## src/rtl/serial_audio_rx.sv

```systemverilog
module serial_audio_rx #(
  parameter int WORD_W      = 24,
  parameter int LOSS_CYCLES = 64
) (
  input  logic              clk,
  input  logic              rst_n,
  input  logic              fmt_lj,
  input  logic              bclk_in,
  input  logic              fclk_in,
  input  logic              sdat_in,
  output logic [WORD_W-1:0] left_out,
  output logic [WORD_W-1:0] right_out,
  output logic              pair_stb,
  output logic              bclk_lost
);

  localparam int GAP_W = $clog2(LOSS_CYCLES + 1);
  localparam int POS_W = $clog2(WORD_W + 2);
  localparam logic [GAP_W-1:0] GAP_MAX  = GAP_W'(LOSS_CYCLES);
  localparam logic [GAP_W-1:0] GAP_LAST = GAP_W'(LOSS_CYCLES - 1);
  localparam logic [POS_W-1:0] POS_MAX  = '1;
  localparam logic [POS_W-1:0] TOP_BIT  = POS_W'(WORD_W - 1);

  logic [2:0] bck_q;
  logic [1:0] fck_q, dat_q, mode_q;

  always_ff @(posedge clk or negedge rst_n)
    if (!rst_n) begin
      bck_q  <= '0;
      fck_q  <= '0;
      dat_q  <= '0;
      mode_q <= '0;
    end else begin
      bck_q  <= {bck_q[1:0], bclk_in};
      fck_q  <= {fck_q[0], fclk_in};
      dat_q  <= {dat_q[0], sdat_in};
      mode_q <= {mode_q[0], fmt_lj};
    end

  wire rise   = bck_q[1] & ~bck_q[2];
  wire toggle = bck_q[1] ^ bck_q[2];
  wire fs_bit = fck_q[1];
  wire d_bit  = dat_q[1];
  wire lj     = mode_q[1];

  logic [GAP_W-1:0] gap;

  always_ff @(posedge clk or negedge rst_n)
    if (!rst_n) begin
      gap       <= GAP_MAX;
      bclk_lost <= 1'b1;
    end else if (toggle) begin
      gap       <= '0;
      bclk_lost <= 1'b0;
    end else begin
      if (gap != GAP_MAX) gap <= gap + 1'b1;
      if (gap == GAP_LAST) bclk_lost <= 1'b1;
    end

  logic              fs_prev, started, have_left;
  logic [POS_W-1:0]  pos;
  logic [WORD_W-1:0] cur, hold;

  wire [POS_W-1:0] idx      = lj ? pos : pos - 1'b1;
  wire [POS_W-1:0] bitsel   = TOP_BIT - idx;
  wire             was_left = lj ? fs_prev : ~fs_prev;

  always_ff @(posedge clk or negedge rst_n)
    if (!rst_n) begin
      fs_prev   <= 1'b0;
      started   <= 1'b0;
      have_left <= 1'b0;
      pos       <= '0;
      cur       <= '0;
      hold      <= '0;
      left_out  <= '0;
      right_out <= '0;
      pair_stb  <= 1'b0;
    end else begin
      pair_stb <= 1'b0;
      if (bclk_lost) begin
        started   <= 1'b0;
        have_left <= 1'b0;
        left_out  <= '0;
        right_out <= '0;
      end else if (rise) begin
        fs_prev <= fs_bit;
        if (fs_bit != fs_prev) begin
          if (started) begin
            if (was_left) begin
              hold      <= cur;
              have_left <= 1'b1;
            end else if (have_left) begin
              left_out  <= hold;
              right_out <= cur;
              pair_stb  <= 1'b1;
              have_left <= 1'b0;
            end
          end
          started <= 1'b1;
          pos     <= POS_W'(1);
          cur     <= lj ? {d_bit, {(WORD_W-1){1'b0}}} : '0;
        end else begin
          if (idx < POS_W'(WORD_W)) cur[bitsel] <= d_bit;
          if (pos != POS_MAX) pos <= pos + 1'b1;
        end
      end
    end

  assert_edge_clears_loss_R10: assert property (@(posedge clk) disable iff (!rst_n)
    toggle |=> !bclk_lost);
  assert_loss_after_quiet_R10: assert property (@(posedge clk) disable iff (!rst_n)
    $rose(bclk_lost) |-> gap == GAP_MAX);
  assert_mute_when_lost_R11: assert property (@(posedge clk) disable iff (!rst_n)
    (bclk_lost && $past(bclk_lost)) |-> (left_out == '0 && right_out == '0));
  assert_no_strobe_when_lost_R11: assert property (@(posedge clk) disable iff (!rst_n)
    pair_stb |-> !bclk_lost);
  assert_strobe_single_R9: assert property (@(posedge clk) disable iff (!rst_n)
    pair_stb |=> !pair_stb);
  assert_outputs_hold_R9: assert property (@(posedge clk) disable iff (!rst_n)
    (!pair_stb && !bclk_lost) |-> ($stable(left_out) && $stable(right_out)));

endmodule

```

## config.mk

```make
export PLATFORM = sky130hd
export DESIGN_NAME = serial_audio_rx
export DESIGN_NICKNAME = d
export VERILOG_FILES = /design/src/rtl/serial_audio_rx.sv
export SDC_FILE = /design/constraint.sdc
export NUM_CORES = 1
export LEC_CHECK = 0
export ABC_AREA = 1
export CAP_MARGIN = 20
export CORE_ASPECT_RATIO = 1.25
export CORE_MARGIN = 2
export CORE_UTILIZATION = 33
export CTS_BUF_LIST = sky130_fd_sc_hd__clkbuf_4 sky130_fd_sc_hd__clkbuf_8
export CTS_CLUSTER_DIAMETER = 200
export CTS_CLUSTER_SIZE = 8
export DETAILED_ROUTE_END_ITERATION = 6
export HOLD_SLACK_MARGIN = 0.15
export SLEW_MARGIN = 15
export SYNTH_ARGS = -nofsm -noshare
export SYNTH_HDL_FRONTEND = slang
export SYNTH_SLANG_ARGS = --single-unit
```

## constraint.sdc

```tcl
create_clock -name clk -period 5.5 [get_ports clk]
set_clock_uncertainty 0.1 [all_clocks]
set_input_delay 1.1 -clock clk [delete_from_list [all_inputs] [get_ports clk]]
set_output_delay 1.1 -clock clk [all_outputs]
set_load 0.01 [all_outputs]
```

# Word level (Yosys, flattened, before mapping)
# Cells that the tools add are included.
dict set report totals {
  ff_bits 122
  in_bits 6
  out_inout_bits 50
  wordCells 88
}
dict set report op_classes {
  addsub 4
  n_lt_le_gt_ge 3
  n_eq_ne 5
  mux 40
  bitwise 5
  reduce_logical 16
}
# cell count
set op_table {}
lappend op_table {{two-way mux 24 bit} 15}
lappend op_table {{bitwise mux 24 bit} 1}
lappend op_table {{two-way mux 1 bit} 18}
lappend op_table {{nonzero test 2 bit} 8}
lappend op_table {{two-way mux 5 bit} 3}
lappend op_table {{two-way mux 7 bit} 2}
lappend op_table {{AND reduction 5 bit} 2}
lappend op_table {{AND reduction 3 bit} 3}
lappend op_table {{adder 7 x 1 -> 7 bit (second input constant)} 1}
lappend op_table {{equality test 7 x 6 -> 1 bit (second input constant)} 1}
lappend op_table {{!= test 7 bit (second input constant)} 1}
lappend op_table {{< comparator 5 x 6 -> 1 bit (second input constant)} 1}
lappend op_table {{adder 5 x 1 -> 5 bit (second input constant)} 1}
lappend op_table {{demux 1 bit (select 5 bit)} 1}
lappend op_table {{>= comparator 5 x 1 -> 1 bit (second input constant)} 1}
lappend op_table {{< comparator 5 bit (second input constant)} 1}
lappend op_table {{!= test 5 bit (second input constant)} 1}
lappend op_table {{subtractor 5 x 1 -> 5 bit (second input constant)} 1}
lappend op_table {{subtractor 5 bit (first input constant)} 1}
lappend op_table {{AND reduction 2 bit} 2}
lappend op_table {{inverter 1 bit} 3}
lappend op_table {{!= test 2 bit (second input constant)} 1}
lappend op_table {{AND 1 bit} 1}
lappend op_table {{logical AND 1 bit} 1}
lappend op_table {{other kinds (2)} 2}

# Depth between registers and ports, before layout
dict set report logic_depth {
  word_depth 10
  mapped_depth 14
}

# Worst setup path before layout
# Ideal clock, no wire load.
dict set report synth_path {
  path_kind {reg2reg}
  start {register pos[0]}
  end {register cur[1]}
  setup_ns 0.116
  t_arrival_ns 1.604
  setup_slack_ns 3.680
  stages_incl_launch_ff 11
  path_buffers 0
  synth_period_minus_slack_ns 1.820
  cell_sequence {dfrtp_1 > inv_1 > ha_1 > o21ai_2 > inv_1 > nor2_1 > nand4_1 > nand2_1 > nand2_1 > nand2_1 > nand2_1}
}
dict set report synth_between {
  elab_chain_len 10
  elab_cells_between_ends 14
}
# element line
set synth_lines {}
lappend synth_lines {{start, declared} 61} ;# logic [POS_W-1:0] pos;
lappend synth_lines {{start signal, assigned} 105} ;# if (pos != POS_MAX) pos <= pos + 1'b1;
lappend synth_lines {{subtractor 5 x 1 -> 5 bit} 64} ;# wire [POS_W-1:0] idx = lj ? pos : pos - 1'b1;
lappend synth_lines {{two-way mux 5 bit (*)} 64}
lappend synth_lines {{subtractor 5 bit} 65} ;# wire [POS_W-1:0] bitsel = TOP_BIT - idx;
lappend synth_lines {{< comparator 5 x 6 -> 1 bit (implied by the code) / >= comparator 5 x 1 -> 1 bit (equally long branches)} 104} ;# if (idx < POS_W'(WORD_W)) cur[bitsel] <= d_bit;
lappend synth_lines {{logical AND 1 bit (implied by the code)} 104}
lappend synth_lines {{two-way mux 1 bit (implied by the code)} 104}
lappend synth_lines {{demux 1 bit (select 5 bit)} 104}
lappend synth_lines {{bitwise mux 24 bit} 104}
lappend synth_lines {{two-way mux 24 bit} 104}
lappend synth_lines {{two-way mux 24 bit} 88} ;# if (fs_bit != fs_prev) begin
lappend synth_lines {{end signal, assigned} 102} ;# cur <= lj ? {d_bit, {(WORD_W-1){1'b0}}} : '0;
lappend synth_lines {{end signal, assigned by index} 104}
lappend synth_lines {{end, declared} 62} ;# logic [WORD_W-1:0] cur, hold;
# Mark *: on every way between the ends. The rest lies on a longest branch, timed or not. The select of a mux whose other input is x is not followed.
# A chain may end at the register's enable or synchronous reset.

# Final worst setup path
dict set report layout_path {
  start {register bclk_lost}
  end {output port bclk_lost}
}
# element line
set layout_rtl {}
lappend layout_rtl {{start, declared} 14} ;# output logic bclk_lost
lappend layout_rtl {{start signal, assigned} 51} ;# bclk_lost <= 1'b1;
lappend layout_rtl {{start signal, assigned} 54} ;# bclk_lost <= 1'b0;
lappend layout_rtl {{start signal, assigned} 57} ;# if (gap == GAP_LAST) bclk_lost <= 1'b1;
# No word-level cell between the ends.

==> results.md <==
- In this run the static leakage power is 3.25 nW.
- Data on the critical path arrives at its endpoint at 1.59 ns.
- Summing the sequential cell areas from Yosys gives a little under three fifths of the chip area.
- Wire segments on met3 add up to 269 µm in the final route.
- The tool flagged a number of max-cap violations equal to 0.
- The kind of end point of the critical path is an output pin.
- The critical path is of the reg2out type.
- The setup slack of the worst register-to-register path is ~3.1 ns.
- The cell count after synthesis came out at 641.
- The number of buffers and inverters on the critical path is 1.
- The floorplan step defined a die boundary enclosing 17,800 µm².
- The instance count along the most critical hold path is 0.
- The clock network accounts for ~37% of the total power.
- Once placement finished, the instance area stood at ~6200 µm².
- The routed layout has 4,039 vias.
- dfrtp_1 takes more of the synthesized area than any other cell.
- The slew of the pin with the lowest slew margin is 0.875 ns.
- The chip width is 120 µm.
- The final routed wire length divided by cell count is approximately 12 µm.
- From synthesis to final layout, the design area changed by 18.6%.
- The number of nets with antenna violations after detailed routing is 0.
- The number of gates on the worst path with buffers counted is 1.
- The highest layer touched by signal routing is met4.
- Setup repair after global routing left no endpoint under its margin.
- Cells fill between 40% and 50% of the core in the end.
- The clock net sink count is ~120.
- TritonCTS built the clock tree.
- The master cell of the clock root buffer is clkbuf_8.
- The via count of the first global-routing pass is roughly 4k.
- The number of input and output port buffers inserted is 55.
- The library cell contributing the largest single delay on the critical path is dfstp_2.
- The worst register-to-register path ends at left_out[4].
- After the first detailed-routing iteration, the DRC count stood at approximately 320.
- The register bit count reported by yosys is 122.
- The switching power total is 592 µW.
- The layout cell share with drive strength beyond 1 is 10.3%.
- The post-route minimum period is between 2 and 3 ns.
- The final setup violation count is 0.
- Summed over all layers, the global routing overflow is 0.
- The netlist area before placement is between 5000 and 6000 µm².
- Counting flops with an async set or reset pin after synthesis yields a share of 100%.
- The clock reaches the later pin of the worst-skew pair after 0.42 ns.
- The clock transition at the register clock pins on the worst setup and hold paths after CTS is 0.07 ns.
- The final count of pins violating max slew is 0.
- The most critical setup path has its endpoint at bclk_lost.
- Dividing the synthesized area by the synthesized cell count gives around 8.6 µm².
- The count of final hold-check violations is 0.
- In the post-synthesis netlist, the biggest area contributors are dfrtp_1 54%, nand2_1 14%, inv_1 5.0%.
- Summing all non-filler instances in the final layout gives an area of 6560 µm².
- The synthesized netlist net count is 653.
- The critical path startpoint category is a flip-flop.
- The number of gates resized after CTS was 0.
- The count of H-tree levels built during CTS is 4.
- The longest individual stage delay on the worst path is around 0.61 ns.
- The final sum of negative setup slack is 0 ns.
- The congestion estimate from routability-driven global placement came to 0.847.
- The DRC violations left is 0.
- The worst-case IR drop observed on VDD is 0.128 mV.
- The first global-routing pass estimated approximately 19 mm of wire.
- The core region is 16,300 µm².
- The final critical path takes up about 50% of the cycle.
- The pin count of the biggest net entering global routing is approximately 50.
- Global routing used around 13% of the available tracks across all layers.
- Per report_power, the sequential group accounts for 47.7% of the total.
- For this configuration, the core starts out at a cell density of 33.9%.
- The switching share of power is 28.5%.
- The class of the worst hold path is reg2reg.
- The total half-perimeter wirelength after legalization and detailed placement is 7.50 mm.
- Of all nets on the critical path, the largest fanout is 5.
- The post-CTS setup buffer count is 0.
- Dividing total power by cell area gives a power density of 317 nW/µm².
- The net count of the finished layout is 701.
- The total number of yosys warnings is 0.
- The required time of the critical path is ~4.3 ns.
- The netlist uses 31 different library cells.
- Across all hold checks on the routed design, the worst slack comes to 0.249 ns.
- For this run, the top clock speed supported by timing is between 300 and 400 MHz.
- The worst pin sits at a relative slew slack of 41.5%.
- The number of buffers inserted by hold repair at cts is 0.
- The die boundary height is 149 µm.
- The fraction of synthesized cell area taken by the top area cell type is a little over half.
- Combinational cells account for about 15% of the total power.
- The cell class contributing the biggest share of worst-path delay is flip-flops.
- The worst setup path startpoint is bclk_lost.
- Dividing the detail-routed via count by the number of cells gives 4.40.
- The number of antenna violations at the first check in global routing is 0.
- The number of clock buffers inserted by TritonCTS is 17.
- The run finished with clean final reports.
- The start of the worst register-to-register path is fs_prev.
- The floorplan has 52 rows.
- Measured in cells, the most critical reg-to-reg path has a length of 7.
- Internal power comes to about 1.5 mW.
- The met2 wire length is 5.53 mm.
- No sink is reached through more buffers than the 2 on the longest clock path.
- The number of enable-type register cells in the synthesized netlist is 0.
- The most used flip-flop cell after synthesis is dfrtp_1.
- The top-level port count is 56.
- The number of diodes added for antenna fixing is 0.
- The routed wire length is about 11 mm.
- The wire length the detailed router placed on met1 is about 5.2 mm.
- Traced cell by cell, the critical path runs through clkdlybuf4s50_1.
- The first-pass iteration count of the detailed router is 4.
[through the flow]
step | setup slack (ns) | instances | power (mW)
final | 2.71 | 918 | 2.08
after detailed placement | 3.05 | 886 | 1.32
after floorplan | 3.68 | 641 | 1.23
after global routing | 2.64 | 918 | 2.20
after global placement | 3.13 | 886 | 1.32
after CTS | 2.67 | 918 | 2.11
[power by group through the flow]
stage                     Clock, mW  Sequential, mW  Combinational (mW)
after floorplan                   0            1.01               0.221
after global placement            0            1.01               0.311
after detailed placement          0            1.01               0.314
after CTS                     0.800           0.992               0.316
after global routing          0.838            1.00               0.361
final                         0.778           0.991               0.311
[state kept, by name, summed over array words and instances (netlist names), 3 cells and up]
name and cells:
pos 5, hold 24, bck_q 3, left_out 24, gap 7, right_out 24
cur 24
[layout make-up]
class	instances	area, µm²
inverters	80	300
multi-input cells	408	1960
fillers	1630	9770
flip-flops and latches	122	3060
well taps	216	270
repair buffers	60	586
clock inverters	11	121
clock buffers	21	270
[worst reg2reg max path: stages, from the launching register on]
cell	delay, ns
dfrtp_1	0.43
or2_1	0.25
nand2_2	0.45
nor2_2	0.13
nand2_2	0.43
inv_2	0.33
nand2_1	0.14
nand2_1	0.06
[worst min-delay path by stage]
stage	slack [ns]	startpoint	end
3_3_place_gp	0.23	dat_q[0]	dat_q[1]
2_1_floorplan	0.23	bck_q[0]	bck_q[1]
4_1_cts	0.25	mode_q[0]	mode_q[1]
5_1_grt	0.26	mode_q[0]	mode_q[1]
6_report	0.25	dat_q[0]	dat_q[1]
3_5_place_dp	0.24	fck_q[0]	fck_q[1]
[cells in the mapped netlist (7+ instances only)]
library cell and n:
a21oi_1 11, dfrtp_1 120, nor2_1 13, nand3_1 54, buf_2 8, inv_2 7
inv_1 73, nand2_1 213, nand3_2 12, buf_6 10, nand4_1 18, o21ai_0 40
o21ai_1 18
[cells in the final DEF, fill, tap and decap left out, types with 2 or more instances in the layout]
cell               n
nand3_2           12
dfrtp_1          120
clkbuf_4           3
o21ai_1           18
clkinvlp_4         5
bufinv_16          2
nand4_1           18
nor3_1             5
clkinv_2           3
ha_1               6
nand3_1           54
nor2_4             2
a21oi_1           11
clkbuf_8          18
nand2_2            4
buf_4              6
nand2_1          213
inv_2              7
inv_1             73
nor2_1            13
nor2_2             2
xor2_1             2
dfstp_2            2
o21ai_0           40
clkdlybuf4s50_1   54
[per-layer routing]
layer	up-vias	track usage [%]
met5	-	0
met4	0	5.76
met3	9	3.25
met2	53	21.5
met1	1861	17.6
li1	2116	-
[logic make-up after synthesis]
| group | Yosys count | synth area share, % |
|---|---|---|
| AO/OA/AOI/OAI | 71 | 6.54 |
| buffers and inverters | 111 | 9.41 |
| adder cells (fa/ha/maj) | 6 | 1.36 |
| flip-flops | 122 | 55.2 |
| XOR/XNOR | 3 | 0.611 |
| AND/OR/NAND/NOR | 328 | 26.8 |
Power figures use the tool's default switching activity.
